## config.mk

```make
export PLATFORM = sky130hd
export DESIGN_NAME = disk_wr_recorder
export DESIGN_NICKNAME = d
export VERILOG_FILES = /design/src/rtl/dwr_pkg.sv /design/src/rtl/wr_pulse_sep.sv /design/src/rtl/wr_word_pack.sv /design/src/rtl/wr_addr_ctl.sv /design/src/rtl/disk_wr_recorder.sv
export SDC_FILE = /design/constraint.sdc
export NUM_CORES = 1
export LEC_CHECK = 0
export ABC_AREA = 1
export CAP_MARGIN = 20
export CELL_PAD_IN_SITES_DETAIL_PLACEMENT = 1
export CELL_PAD_IN_SITES_GLOBAL_PLACEMENT = 1
export CORE_MARGIN = 5
export CORE_UTILIZATION = 47
export CTS_BUF_LIST = sky130_fd_sc_hd__clkbuf_2 sky130_fd_sc_hd__clkbuf_4 sky130_fd_sc_hd__clkbuf_8
export DETAILED_ROUTE_END_ITERATION = 10
export PLACE_DENSITY = 0.84
export SLEW_MARGIN = 0
export SYNTH_ARGS = -nofsm -noshare
export SYNTH_HDL_FRONTEND = slang
export SYNTH_HIERARCHICAL = 1
export SYNTH_SLANG_ARGS = --single-unit
```

## constraint.sdc

```tcl
create_clock -name clk -period 6.86 [get_ports clk]
set_input_delay 1.372 -clock clk [delete_from_list [all_inputs] [get_ports clk]]
set_output_delay 1.372 -clock clk [all_outputs]
set_load 0.1 [all_outputs]
```

## src/rtl/dwr_pkg.sv

```systemverilog
package dwr_pkg;
  typedef enum logic {
    SEP_HUNT = 1'b0,
    SEP_CELL = 1'b1
  } sep_state_e;
endpackage

```

## src/rtl/wr_pulse_sep.sv

```systemverilog
module wr_pulse_sep
  import dwr_pkg::*;
#(
  parameter int CELL_CYC = 75
) (
  input  logic clk,
  input  logic rst_n,
  input  logic en,
  input  logic pulse,
  output logic bit_vld,
  output logic bit_val,
  output logic ferr
);
  localparam int EARLY = CELL_CYC / 4;
  localparam int LATE  = (3 * CELL_CYC) / 4;
  localparam int LOSS  = 2 * CELL_CYC;
  localparam int CW    = $clog2(LOSS + 1);

  logic        p1_q, p2_q;
  sep_state_e  st_q, st_n;
  logic [CW-1:0] cnt_q, cnt_n;
  logic        seen_q, seen_n;
  logic        bv_q, bv_n;
  logic        b_q, b_n;
  logic        fe_q, fe_n;
  logic        pedge;

  assign pedge = p1_q & ~p2_q;

  always_comb begin
    st_n   = st_q;
    cnt_n  = cnt_q;
    seen_n = seen_q;
    bv_n   = 1'b0;
    b_n    = b_q;
    fe_n   = fe_q;
    if (!en) begin
      st_n   = SEP_HUNT;
      cnt_n  = '0;
      seen_n = 1'b0;
      fe_n   = 1'b0;
    end else begin
      case (st_q)
        SEP_HUNT: begin
          if (pedge && !fe_q) begin
            st_n   = SEP_CELL;
            cnt_n  = '0;
            seen_n = 1'b0;
          end
        end
        default: begin
          if (pedge) begin
            if (cnt_q >= CW'(LATE)) begin
              bv_n   = 1'b1;
              b_n    = seen_q;
              cnt_n  = '0;
              seen_n = 1'b0;
            end else begin
              if (cnt_q >= CW'(EARLY)) begin
                seen_n = 1'b1;
              end
              cnt_n = cnt_q + 1'b1;
            end
          end else if (cnt_q == CW'(LOSS - 1)) begin
            fe_n  = 1'b1;
            st_n  = SEP_HUNT;
            cnt_n = '0;
          end else begin
            cnt_n = cnt_q + 1'b1;
          end
        end
      endcase
    end
  end

  always_ff @(posedge clk or negedge rst_n) begin
    if (!rst_n) begin
      p1_q   <= 1'b0;
      p2_q   <= 1'b0;
      st_q   <= SEP_HUNT;
      cnt_q  <= '0;
      seen_q <= 1'b0;
      bv_q   <= 1'b0;
      b_q    <= 1'b0;
      fe_q   <= 1'b0;
    end else begin
      p1_q   <= pulse;
      p2_q   <= p1_q;
      st_q   <= st_n;
      cnt_q  <= cnt_n;
      seen_q <= seen_n;
      bv_q   <= bv_n;
      b_q    <= b_n;
      fe_q   <= fe_n;
    end
  end

  assign bit_vld = bv_q;
  assign bit_val = b_q;
  assign ferr    = fe_q;

  AST_ERR_STICKY: assert property (@(posedge clk) disable iff (!rst_n)
    ($past(fe_q) && $past(en) && en) |-> fe_q);

  AST_NO_BIT_AFTER_LOSS: assert property (@(posedge clk) disable iff (!rst_n)
    fe_q |=> !bv_q);
endmodule

```

## src/rtl/wr_word_pack.sv

```systemverilog
module wr_word_pack #(
  parameter int WORD_BITS = 16
) (
  input  logic                 clk,
  input  logic                 rst_n,
  input  logic                 en,
  input  logic                 bit_vld,
  input  logic                 bit_val,
  output logic                 word_vld,
  output logic [WORD_BITS-1:0] word
);
  localparam int BCW = $clog2(WORD_BITS);

  logic [WORD_BITS-1:0] sh_q, sh_n;
  logic [BCW-1:0]       bc_q, bc_n;
  logic                 wv_q, wv_n;
  logic [WORD_BITS-1:0] w_q, w_n;

  always_comb begin
    sh_n = sh_q;
    bc_n = bc_q;
    wv_n = 1'b0;
    w_n  = w_q;
    if (!en) begin
      bc_n = '0;
      sh_n = '0;
    end else if (bit_vld) begin
      sh_n = {sh_q[WORD_BITS-2:0], bit_val};
      if (bc_q == BCW'(WORD_BITS - 1)) begin
        wv_n = 1'b1;
        w_n  = {sh_q[WORD_BITS-2:0], bit_val};
        bc_n = '0;
      end else begin
        bc_n = bc_q + 1'b1;
      end
    end
  end

  always_ff @(posedge clk or negedge rst_n) begin
    if (!rst_n) begin
      sh_q <= '0;
      bc_q <= '0;
      wv_q <= 1'b0;
      w_q  <= '0;
    end else begin
      sh_q <= sh_n;
      bc_q <= bc_n;
      wv_q <= wv_n;
      w_q  <= w_n;
    end
  end

  assign word_vld = wv_q;
  assign word     = w_q;

  AST_WORD_SINGLE: assert property (@(posedge clk) disable iff (!rst_n)
    wv_q |=> !wv_q);

  AST_PARTIAL_DROPPED: assert property (@(posedge clk) disable iff (!rst_n)
    !en |=> (bc_q == '0));
endmodule

```

## src/rtl/wr_addr_ctl.sv

```systemverilog
module wr_addr_ctl #(
  parameter int CYL_W     = 8,
  parameter int HEAD_W    = 1,
  parameter int SEC_W     = 4,
  parameter int SEC_WORDS = 32,
  parameter int WORD_BITS = 16,
  localparam int WORD_W   = $clog2(SEC_WORDS),
  localparam int BASE_W   = CYL_W + HEAD_W + SEC_W,
  localparam int AW       = BASE_W + WORD_W
) (
  input  logic                 clk,
  input  logic                 rst_n,
  input  logic                 wr_on,
  input  logic                 word_vld,
  input  logic [WORD_BITS-1:0] word,
  input  logic [CYL_W-1:0]     cyl,
  input  logic [HEAD_W-1:0]    head,
  input  logic [SEC_W-1:0]     sector,
  input  logic [WORD_W-1:0]    word_pos,
  output logic [AW-1:0]        ram_addr,
  output logic [WORD_BITS-1:0] ram_wdata,
  output logic                 ram_we,
  output logic                 ram_re
);
  logic                 on_q;
  logic [WORD_W-1:0]    pos_q;
  logic [BASE_W-1:0]    base_q, base_n;
  logic [WORD_W-1:0]    idx_q, idx_n;
  logic                 full_q, full_n;
  logic [AW-1:0]        addr_q, addr_n;
  logic [WORD_BITS-1:0] data_q, data_n;
  logic                 we_q, we_n;
  logic                 re_q, re_n;
  logic                 rise;

  assign rise = wr_on & ~on_q;

  always_comb begin
    base_n = base_q;
    idx_n  = idx_q;
    full_n = full_q;
    addr_n = addr_q;
    data_n = data_q;
    we_n   = 1'b0;
    re_n   = 1'b0;
    if (rise) begin
      base_n = {cyl, head, sector};
      idx_n  = word_pos;
      full_n = 1'b0;
    end else if (wr_on && word_vld && !full_q) begin
      we_n   = 1'b1;
      addr_n = {base_q, idx_q};
      data_n = word;
      if (idx_q == WORD_W'(SEC_WORDS - 1)) begin
        full_n = 1'b1;
      end else begin
        idx_n = idx_q + 1'b1;
      end
    end
    if (!wr_on && (word_pos != pos_q)) begin
      re_n   = 1'b1;
      addr_n = {cyl, head, sector, word_pos};
    end
  end

  always_ff @(posedge clk or negedge rst_n) begin
    if (!rst_n) begin
      on_q   <= 1'b0;
      pos_q  <= '0;
      base_q <= '0;
      idx_q  <= '0;
      full_q <= 1'b0;
      addr_q <= '0;
      data_q <= '0;
      we_q   <= 1'b0;
      re_q   <= 1'b0;
    end else begin
      on_q   <= wr_on;
      pos_q  <= word_pos;
      base_q <= base_n;
      idx_q  <= idx_n;
      full_q <= full_n;
      addr_q <= addr_n;
      data_q <= data_n;
      we_q   <= we_n;
      re_q   <= re_n;
    end
  end

  assign ram_addr  = addr_q;
  assign ram_wdata = data_q;
  assign ram_we    = we_q;
  assign ram_re    = re_q;

  AST_ONE_PORT: assert property (@(posedge clk) disable iff (!rst_n)
    !(we_q && re_q));

  AST_RE_ONLY_REPLAY: assert property (@(posedge clk) disable iff (!rst_n)
    re_q |-> !$past(wr_on));

  AST_NO_WRITE_PAST_END: assert property (@(posedge clk) disable iff (!rst_n)
    full_q && on_q |=> !we_q);
endmodule

```

## src/rtl/disk_wr_recorder.sv

```systemverilog
module disk_wr_recorder #(
  parameter int CLK_NS    = 8,
  parameter int CELL_NS   = 600,
  parameter int CYL_W     = 8,
  parameter int HEAD_W    = 1,
  parameter int SEC_W     = 4,
  parameter int SEC_WORDS = 32,
  parameter int WORD_BITS = 16,
  localparam int CELL_CYC = CELL_NS / CLK_NS,
  localparam int WORD_W   = $clog2(SEC_WORDS),
  localparam int AW       = CYL_W + HEAD_W + SEC_W + WORD_W
) (
  input  logic                 clk,
  input  logic                 rst_n,
  input  logic                 write_gate,
  input  logic                 erase_gate,
  input  logic                 wr_pulse,
  input  logic [CYL_W-1:0]     cyl,
  input  logic [HEAD_W-1:0]    head,
  input  logic [SEC_W-1:0]     sector,
  input  logic [WORD_W-1:0]    word_pos,
  output logic [AW-1:0]        ram_addr,
  output logic [WORD_BITS-1:0] ram_wdata,
  output logic                 ram_we,
  output logic                 ram_re,
  output logic                 frame_err
);
  logic rs1_q, rs2_q;
  logic gates_on, wr_on;
  logic bit_vld, bit_val, ferr;
  logic word_vld;
  logic [WORD_BITS-1:0] word;

  always_ff @(posedge clk or negedge rst_n) begin
    if (!rst_n) begin
      rs1_q <= 1'b0;
      rs2_q <= 1'b0;
    end else begin
      rs1_q <= 1'b1;
      rs2_q <= rs1_q;
    end
  end

  assign gates_on = write_gate & erase_gate;
  assign wr_on    = gates_on & ~ferr;

  wr_pulse_sep #(.CELL_CYC(CELL_CYC)) u_sep (
    .clk     (clk),
    .rst_n   (rs2_q),
    .en      (gates_on),
    .pulse   (wr_pulse),
    .bit_vld (bit_vld),
    .bit_val (bit_val),
    .ferr    (ferr)
  );

  wr_word_pack #(.WORD_BITS(WORD_BITS)) u_pack (
    .clk      (clk),
    .rst_n    (rs2_q),
    .en       (wr_on),
    .bit_vld  (bit_vld),
    .bit_val  (bit_val),
    .word_vld (word_vld),
    .word     (word)
  );

  wr_addr_ctl #(
    .CYL_W     (CYL_W),
    .HEAD_W    (HEAD_W),
    .SEC_W     (SEC_W),
    .SEC_WORDS (SEC_WORDS),
    .WORD_BITS (WORD_BITS)
  ) u_addr (
    .clk       (clk),
    .rst_n     (rs2_q),
    .wr_on     (wr_on),
    .word_vld  (word_vld),
    .word      (word),
    .cyl       (cyl),
    .head      (head),
    .sector    (sector),
    .word_pos  (word_pos),
    .ram_addr  (ram_addr),
    .ram_wdata (ram_wdata),
    .ram_we    (ram_we),
    .ram_re    (ram_re)
  );

  assign frame_err = ferr;

  AST_WE_NEEDS_GATES: assert property (@(posedge clk) disable iff (!rs2_q)
    ram_we |-> $past(write_gate && erase_gate));

  AST_ERR_BLOCKS_WRITE: assert property (@(posedge clk) disable iff (!rs2_q)
    frame_err |=> !ram_we);
endmodule

```

# Yosys cells after proc, flatten, opt, wreduce, memory -nomap -nowiden
# Index checks and enable logic that the tools add are counted.
totals:
  regBits: 114
  latch_bits: 0
  ramBits: 0
  rom_bits: 0
  inputBits: 23
  output_inout_bits: 37
  n_memories: 0
op_classes:
  addsub: 3
  mul: 0
  n_div: 0
  magnitude_cmp: 2
  n_eq_ne: 13
  shifts: 0
  n_mux: 45
  bitwise: 8
  reduce_logical: 18
ops:
  columns: ["op", "count"]
  rows:
  - ["$mux W18", 3]
  - ["$mux W8", 6]
  - ["$mux W15", 2]
  - ["$mux W1", 28]
  - ["$mux W5", 3]
  - ["$mux W4", 3]
  - ["$reduce_and A3 Y1", 3]
  - ["$add A8 B1 Y8 const B", 1]
  - ["$eq A8 B8 Y1 const B", 1]
  - ["$ge A8 B5 Y1 const B", 1]
  - ["$ge A8 B6 Y1 const B", 1]
  - ["$ne A2 B1 Y1 const B", 4]
  - ["$reduce_and A2 Y1", 4]
  - ["$reduce_bool A2 Y1", 3]
  - ["$add A5 B1 Y5 const B", 1]
  - ["$eq A5 B5 Y1 const B", 1]
  - ["$ne A5 B5 Y1", 1]
  - ["$add A4 B1 Y4 const B", 1]
  - ["$and A1 B1 Y1", 4]
  - ["$eq A4 B4 Y1 const B", 1]
  - ["$logic_and A1 B1 Y1", 4]
  - ["$ne A2 B2 Y1 const B", 2]
  - ["$ne A4 B4 Y1 const B", 1]
  - ["$not A1 Y1", 4]
  - ["other kinds (4)", 6]

# Logic depth before layout (Yosys ltp)
# Gate-level depths: netlist of run 1.
depth:
  depth_word: 7
  mapped_depth: 12

# Hierarchy
# The synthesis of run 1 kept the hierarchy.
by_module_without_submodules:
  columns: ["module", "n_inst", "cells_per_inst", "area_each_um2"]
  rows:
  - ["wr_addr_ctl", 1, 328, 2748.9]
  - ["wr_word_pack", 1, 146, 1467.7]
  - ["wr_pulse_sep", 1, 114, 872.1]
  - ["disk_wr_recorder", 1, 6, 67.6]

# Worst setup path before layout of run 1
# No wires, ideal clock.
synth_timing:
  kind: "input to register"
  from: "in write_gate"
  to: "reg u_addr.data_q[10] (netlist: u_addr/ram_wdata[10])"
  setup_time_ps: 122
  t_arrival_ps: 2578
  required_ps: 6738
  setup_slack_ps: 4160
  path_stages: 10
  cell_sequence: "nand2_1 > nor2_2 > nand2_1 > nor2_1 > inv_2 > nor2_4 > inv_2 > buf_2 > nand2_1 > nand2_1"
synth_via:
  elab_chain_len: 5
synth_rtl:
  columns: ["item", "line", "rtl"]
  rows:
  - ["start: declaration", "disk_wr_recorder.sv:15", "input logic write_gate,"]
  - ["$and A1 B1 Y1 (*)", "disk_wr_recorder.sv:44", "assign gates_on = write_gate & erase_gate;"]
  - ["$and A1 B1 Y1 (*)", "disk_wr_recorder.sv:45", "assign wr_on = gates_on & ~ferr;"]
  - ["named net wr_on", "disk_wr_recorder.sv:29", "logic gates_on, wr_on;"]
  - ["$and A1 B1 Y1 or $logic_and A1 B1 Y1 (tied branches)", "wr_addr_ctl.sv:36, wr_addr_ctl.sv:50", null]
  - ["$not A1 Y1 (no source line) or $logic_and A1 B1 Y1 (tied branches)", null, null]
  - ["$reduce_and A2 Y1 (no source line) (*)", null, null]
  - ["end signal: assignment", "wr_addr_ctl.sv:84", "data_q <= data_n;"]
  - ["end: declaration", "wr_addr_ctl.sv:31", "logic [WORD_BITS-1:0] data_q, data_n;"]
# The timed path passes the listed nets; every way through them passes the cells marked *.
# A chain may end at the register's enable or synchronous reset.

# Worst setup path after layout of run 1
layout_timing:
  from: "reg u_sep.fe_q (netlist: u_sep/ferr)"
  to: "out frame_err"
layout_rtl:
  columns: ["item", "line", "rtl"]
  rows:
  - ["start: declaration", "wr_pulse_sep.sv:25", "logic fe_q, fe_n;"]
  - ["start signal: assignment", "wr_pulse_sep.sv:94", "fe_q <= fe_n;"]
  - ["end: declaration", "disk_wr_recorder.sv:26", "output logic frame_err"]
# No word-level cell between the ends.

==> flow_summary.yaml, run 1 <==
synthesis:
  synth_adder_area_share_pct: 1.456
  synthSimpleGateAreaFrac_pct: 29.26
  synthCells: 594
  synth_flop_cell: "dfrtp_1"
  synth_xor_area_share_pct: 0.6794
  synth_compound_area_share_pct: 6.188
  syn-num-nets: 623
  ys_async_sr_fraction_pct: 100.0
  synth_top_family_by_area: "simple AND/OR/NAND/NOR gates"
  synth.avg_cell_area_um2: 8.680
  yosysSeqAreaShare_pct: 55.33
  synth_edf_count: 0
  synth.mux.area_fraction_pct: 0
  yosys_register_bits: 114
  yosysWarningCount: 6
  syn_area_mm2: 0.005156
  yosysUniqueCellTypes: 40
timing:
  min_period_ps: 3398
  setup_viol: 0
  hold_ws_ps: 380.2
  skew_ps: 9.145
  max_freq_mhz: 294.3
  fin_crit_sh_pct: 49.53
  hold_viol: 0
  worst_slew_pin_slew_ps: 1043
  setup_tns_ps: 0
  relSlewSlack_pct: 30.25
  drv_slew: 0
  rsz0062_at_grt: "no"
critical_path:
  required_ps: 5490
  critPathCaptureType: "output pin"
  criticalPathCategory: "reg -> out"
  slowest_stage: "clkdlybuf4s50_1"
  cp_max_fo: 4
  crit_buf_inv: 1
  path_cells: "clkdlybuf4s50_1"
  start_kind: "flop"
  reg2reg_to: "u_addr/ram_wdata[1]"
  arrival_ps: 2030
  crit_family: "buffers and inverters"
  reg2reg_slack_ps: 4590
  max_stage_delay_ps: 1170
  r2r-start: "u_sep/ferr"
  reg2regPathDepth: 8
floorplan:
  std_cell_rows: 38
  dieWidth_um: 114.7
  initial_core_util_pct: 47.77
  die_area_mm2: 0.01317
  core-area_mm2: 0.01079
  ioPinCount: 60
  die_h_um: 114.7
power:
  vdd_drop_max_v: 0.0001404
  p_leak_nw: 3.214
  powerDensity_mw_per_mm2: 272.3
global_routing:
  grt_pass1_vias: 4519
  grt_overflow_total: 0
  antenna_found_initial: 0
  grt.total_usage_pct: 21.79
  grt_max_degree: 59
  grt_pass1_wl_um: 22450
worst_hold_path:
  hold_path_end: "rs2_q"
  hp-class: "reg -> reg"
  min_path_cells: 0
  hold_start: "rs1_q"
cells_and_area:
  multi_input_area_mm2: 0.001942
  register_area_mm2: 0.002856
  area_growth_pct: 20.26
  drive_above_1_share_pct: 12.26
  num_antenna_cells: 0
  fin_nets: 685
  fillCellCount: 1268
cts:
  clkTransAtPathRegs_ps: 70
  cts_hold_buffers: 0
  root_buffer: "clkbuf_8"
  cts.sinks: 114
  numCtsBuffers: 17
  post_cts_buffers: 0
  htreeDepth: 4
  clock_path_buffers: 2
  cts_tree: "done"
  cts_resized: 0
  clock_latency_ps: 440
routing:
  vias: 4116
  wl_per_cell_um: 16.51
  wl_um: 13350
  route.detailed.drc: 0
  drt_iter0_markers: 179
  ant_nets: 0
  dr.pass1.iters: 4
  viasPerCell: 5.088
placement:
  dp_hpwl_um: 8961
  io_buffers: 59
  gp_congestion: 0.8044
job:
  max_cap_viol_count: 0
run_status:
  status: "completed"
routing by layer:
metal	up-vias	share of wire, %	GRT usage [%]
li1	1969	-	-
met2	70	54	39.66
met5	-	0	0
met3	17	3.5	5.158
met4	0	1.3	7.199
met1	2060	42	25.24
registers in the layout, summed over array words and instances, names as in the netlist, 4 cells and up:
name              count
u_addr/ram_addr      18
u_addr/ram_wdata     16
u_pack/word          16
u_pack/sh_q          15
u_addr/base_q        13
u_sep/cnt_q           8
u_addr/idx_q          5
u_addr/pos_q          5
u_pack/bc_q           4
where the power goes:
part,leakage (nW),switching [mW],internal [mW]
clock,0.203,0.297,0.362
sequential,1.51,0.0328,0.709
combinational,1.50,0.214,0.0729
per-stage QoR:
step           power, mW  setup WS (ps)  cells  area, um2  utilization (%)
4_1_cts            1.707           3434    809       6201            57.45
2_1_floorplan     0.9637           3449    594       5156                -
5_1_grt            1.762           3402    809       6201            57.45
6_report           1.688           3462    809       6201            57.45
3_3_place_gp       1.032           3295    777       5783            53.58
3_5_place_dp       1.041           3183    777       5783            53.58
cell usage in the layout (no fill, tap or decap), types with 3 or more instances in the layout:
| cell | netlist | final |
|---|---|---|
| a21oi_1 | 5 | 5 |
| nand3_4 | 3 | 3 |
| nand2_4 | 4 | 4 |
| clkdlybuf4s50_1 | 0 | 59 |
| dfrtp_1 | 114 | 113 |
| nor2_1 | 9 | 9 |
| nand2_1 | 268 | 268 |
| inv_1 | 42 | 42 |
| o22ai_1 | 13 | 13 |
| bufinv_16 | 0 | 3 |
| nor2_4 | 3 | 3 |
| clkinv_2 | 1 | 3 |
| inv_2 | 12 | 12 |
| ha_1 | 6 | 6 |
| clkbuf_8 | 0 | 17 |
| clkinvlp_4 | 0 | 3 |
| nor2_2 | 7 | 7 |
| inv_6 | 0 | 3 |
| nand2_2 | 13 | 13 |
| nand3_1 | 31 | 31 |
| o21ai_1 | 7 | 7 |
| o21ai_0 | 16 | 16 |
| clkinv_4 | 0 | 4 |
worst max-delay path by stage:
| stage | start | endpoint | slack (ps) | cells past startpoint |
|---|---|---|---|---|
| 2_1_floorplan | rs2_q | u_addr/base_q[0] | 3450 | 0 |
| 5_1_grt | u_sep/ferr | frame_err | 3400 | 1 |
| 6_report | u_sep/ferr | frame_err | 3460 | 1 |
| 4_1_cts | u_sep/ferr | frame_err | 3430 | 1 |
| 3_5_place_dp | write_gate | u_addr/ram_wdata[11] | 3180 | 10 |
| 3_3_place_gp | write_gate | u_addr/ram_wdata[11] | 3300 | 10 |
synthesized netlist by cell type, types with 2 or more instances:
library cell | number | area [um2]
a21oi_1 | 5 | 25.02
a21oi_2 | 2 | 17.52
buf_12 | 2 | 40.04
buf_2 | 4 | 20.02
buf_4 | 2 | 15.01
buf_6 | 4 | 45.04
clkbuf_1 | 4 | 15.01
dfrtp_1 | 114 | 2853
ha_1 | 6 | 75.07
inv_1 | 42 | 157.7
inv_2 | 12 | 45.04
nand2_1 | 268 | 1006
nand2_2 | 13 | 81.33
nand2_4 | 4 | 45.04
nand3_1 | 31 | 155.2
nand3_4 | 3 | 52.55
nor2_1 | 9 | 33.78
nor2_2 | 7 | 43.79
nor2_4 | 3 | 33.78
o211ai_1 | 2 | 15.01
o21a_1 | 2 | 15.01
o21ai_0 | 16 | 80.08
o21ai_1 | 7 | 35.03
o221ai_1 | 2 | 17.52
o22ai_1 | 13 | 81.33
xnor2_1 | 2 | 17.52
xor2_1 | 2 | 17.52
logic make-up after synthesis:
group | Yosys count
simple gates | 344
flops | 114
buf+inv | 73
compound gates | 52
fa+ha+maj | 6
xor+xnor | 4
other cells | 1
area by class of cell:
| class | count | area share [%] |
|---|---|---|
| Sequential cell | 114 | 46.07 |
| Multi-Input combinational cell | 407 | 31.32 |
| Inverter | 56 | 3.410 |
| Timing Repair Buffer | 60 | 9.645 |
| Tap cell | 140 | 2.825 |
| Clock inverter | 15 | 2.966 |
| Clock buffer | 17 | 3.773 |
(Power assumes the default switching activity.)
==> run 2, diff against run 1 <==
Settings changed: CORE_UTILIZATION 47 to 44, PLACE_DENSITY 0.84 to 0.79.
Clock period 6.86 ns to 3.5 ns, I/O delays scaled along.
==> flow_summary.yaml, run 2 (synthesis gave the netlist of run 1 again) <==
power:
  p_leak_nw: 3.231
  vdd_drop_max_v: 0.0003630
  p_int_mw: 2.264
  swShare_pct: 31.44
  power_frac_seq_pct: 44.1
  power.total_mw: 3.302
  powerDensity_mw_per_mm2: 531.4
  p_sw_mw: 1.038
  p_clk_share_pct: 38.9
  pwr-share-comb_pct: 17.0
cts:
  cts.sinks: 114
  root_buffer: "clkbuf_8"
  cts_resized: 0
  clock_latency_ps: 440
  htreeDepth: 4
  clock_path_buffers: 2
  cts_tree: "done"
  cts_hold_buffers: 0
  numCtsBuffers: 17
  clkTransAtPathRegs_ps: 70
  post_cts_buffers: 0
routing:
  wl_um: 12750
  wl_per_cell_um: 15.65
  dr.pass1.iters: 4
  route.detailed.drc: 0
  viasPerCell: 5.000
  drt_iter0_markers: 242
  vias: 4075
  ant_nets: 0
global_routing:
  grt.total_usage_pct: 19.39
  grt_overflow_total: 0
  grt_max_degree: 69
  grt_pass1_wl_um: 22230
  grt_pass1_vias: 4561
  antenna_found_initial: 0
critical_path:
  reg2regPathDepth: 8
  required_ps: 2800
  r2r-start: "u_sep/ferr"
  crit_buf_inv: 1
  path_cells: "clkdlybuf4s50_1"
  arrival_ps: 1980
  crit_family: "buffers and inverters"
  criticalPathCategory: "reg -> out"
  slowest_stage: "clkdlybuf4s50_1"
  reg2reg_to: "u_addr/ram_wdata[1]"
  reg2reg_slack_ps: 1390
  max_stage_delay_ps: 1160
  crit_cells: 1
  critPathCaptureType: "output pin"
  cp_max_fo: 2
  start_kind: "flop"
worst_hold_path:
  hold_start: "rs1_q"
  min_path_cells: 0
  hp-class: "reg -> reg"
  hold_path_end: "rs2_q"
timing:
  relSlewSlack_pct: 32.66
  setup_tns_ps: 0
  max_freq_mhz: 372.6
  min_period_ps: 2684
  fin_crit_sh_pct: 76.67
  rsz0062_at_grt: "no"
  drv_slew: 0
  hold_viol: 0
  worst_slew_pin_slew_ps: 1007
  skew_ps: 7.252
  setup_viol: 0
floorplan:
  initial_core_util_pct: 44.96
  die_h_um: 118.3
  core-area_mm2: 0.01147
  die_area_mm2: 0.01398
  ioPinCount: 60
  dieWidth_um: 118.3
  std_cell_rows: 39
cells_and_area:
  multi_input_area_mm2: 0.001942
  register_area_mm2: 0.002856
  fin_nets: 688
  final_common_cell: "nand2_1"
  final_cell_mix: "268 x nand2_1, 113 x dfrtp_1, 55 x clkdlybuf4s50_1"
  largest_reg_flops: 18
  drive_above_1_share_pct: 13.24
  fillCellCount: 1366
  area_growth_pct: 20.53
  stdcell_count: 815
  num_antenna_cells: 0
placement:
  gp_congestion: 0.8253
  dp_hpwl_um: 8850
  place_inst: 783
  io_buffers: 59
run_status:
  status: "completed"
job:
  max_cap_viol_count: 0
==> run 2: final cells by class <==
| cell class | count | share of cell area, % |
|---|---|---|
| Multi-Input combinational cell | 407 | 31.25 |
| Tap cell | 143 | 2.879 |
| Timing Repair Buffer | 63 | 9.825 |
| Clock buffer | 19 | 4.107 |
| Sequential cell | 114 | 45.96 |
| Inverter | 56 | 3.402 |
| Clock inverter | 13 | 2.577 |
==> run 2: how the worst max path moves through the flow <==
stage / start / to / slack, ps
final: u_addr/ram_wdata[14] / ram_wdata[14] / 820
after global routing: u_addr/ram_wdata[14] / ram_wdata[14] / 760
after CTS: u_addr/ram_wdata[14] / ram_wdata[14] / 780
after detailed placement: write_gate / u_addr/ram_wdata[13] / 590
after global placement: write_gate / u_addr/ram_wdata[7] / 730
after floorplan: rs2_q / u_addr/base_q[0] / 90
==> run 2: power by group through the flow <==
stage	registers (mW)	clock network, mW	logic [mW]
floorplan	1.73	0	0.157
global placement	1.48	0	0.551
detailed placement	1.48	0	0.564
CTS	1.46	1.32	0.568
global route	1.47	1.38	0.602
finish	1.46	1.28	0.561
==> run 2: per-stage QoR <==
| step | utilization [%] | hold slack [ps] | area, um2 | setup slack [ps] |
|---|---|---|---|---|
| floorplan | - | 331.2 | 5156 | 88.99 |
| global placement | 50.57 | 337.0 | 5799 | 730.5 |
| detailed placement | 50.57 | 345.7 | 5799 | 591.1 |
| CTS | 54.20 | 368.0 | 6215 | 779.1 |
| global route | 54.20 | 372.3 | 6215 | 756.4 |
| finish | 54.20 | 367.0 | 6215 | 816.4 |
==> run 2: per-layer routing <==
layer,up-vias,part of all wire [%],track usage [%],wire length (um)
li1,1979,-,-,-
met5,-,0,0,0
met2,57,51,33.47,6525
met3,17,3.3,5.205,424
met1,2022,43,23.19,5544
met4,0,2.0,7.168,258
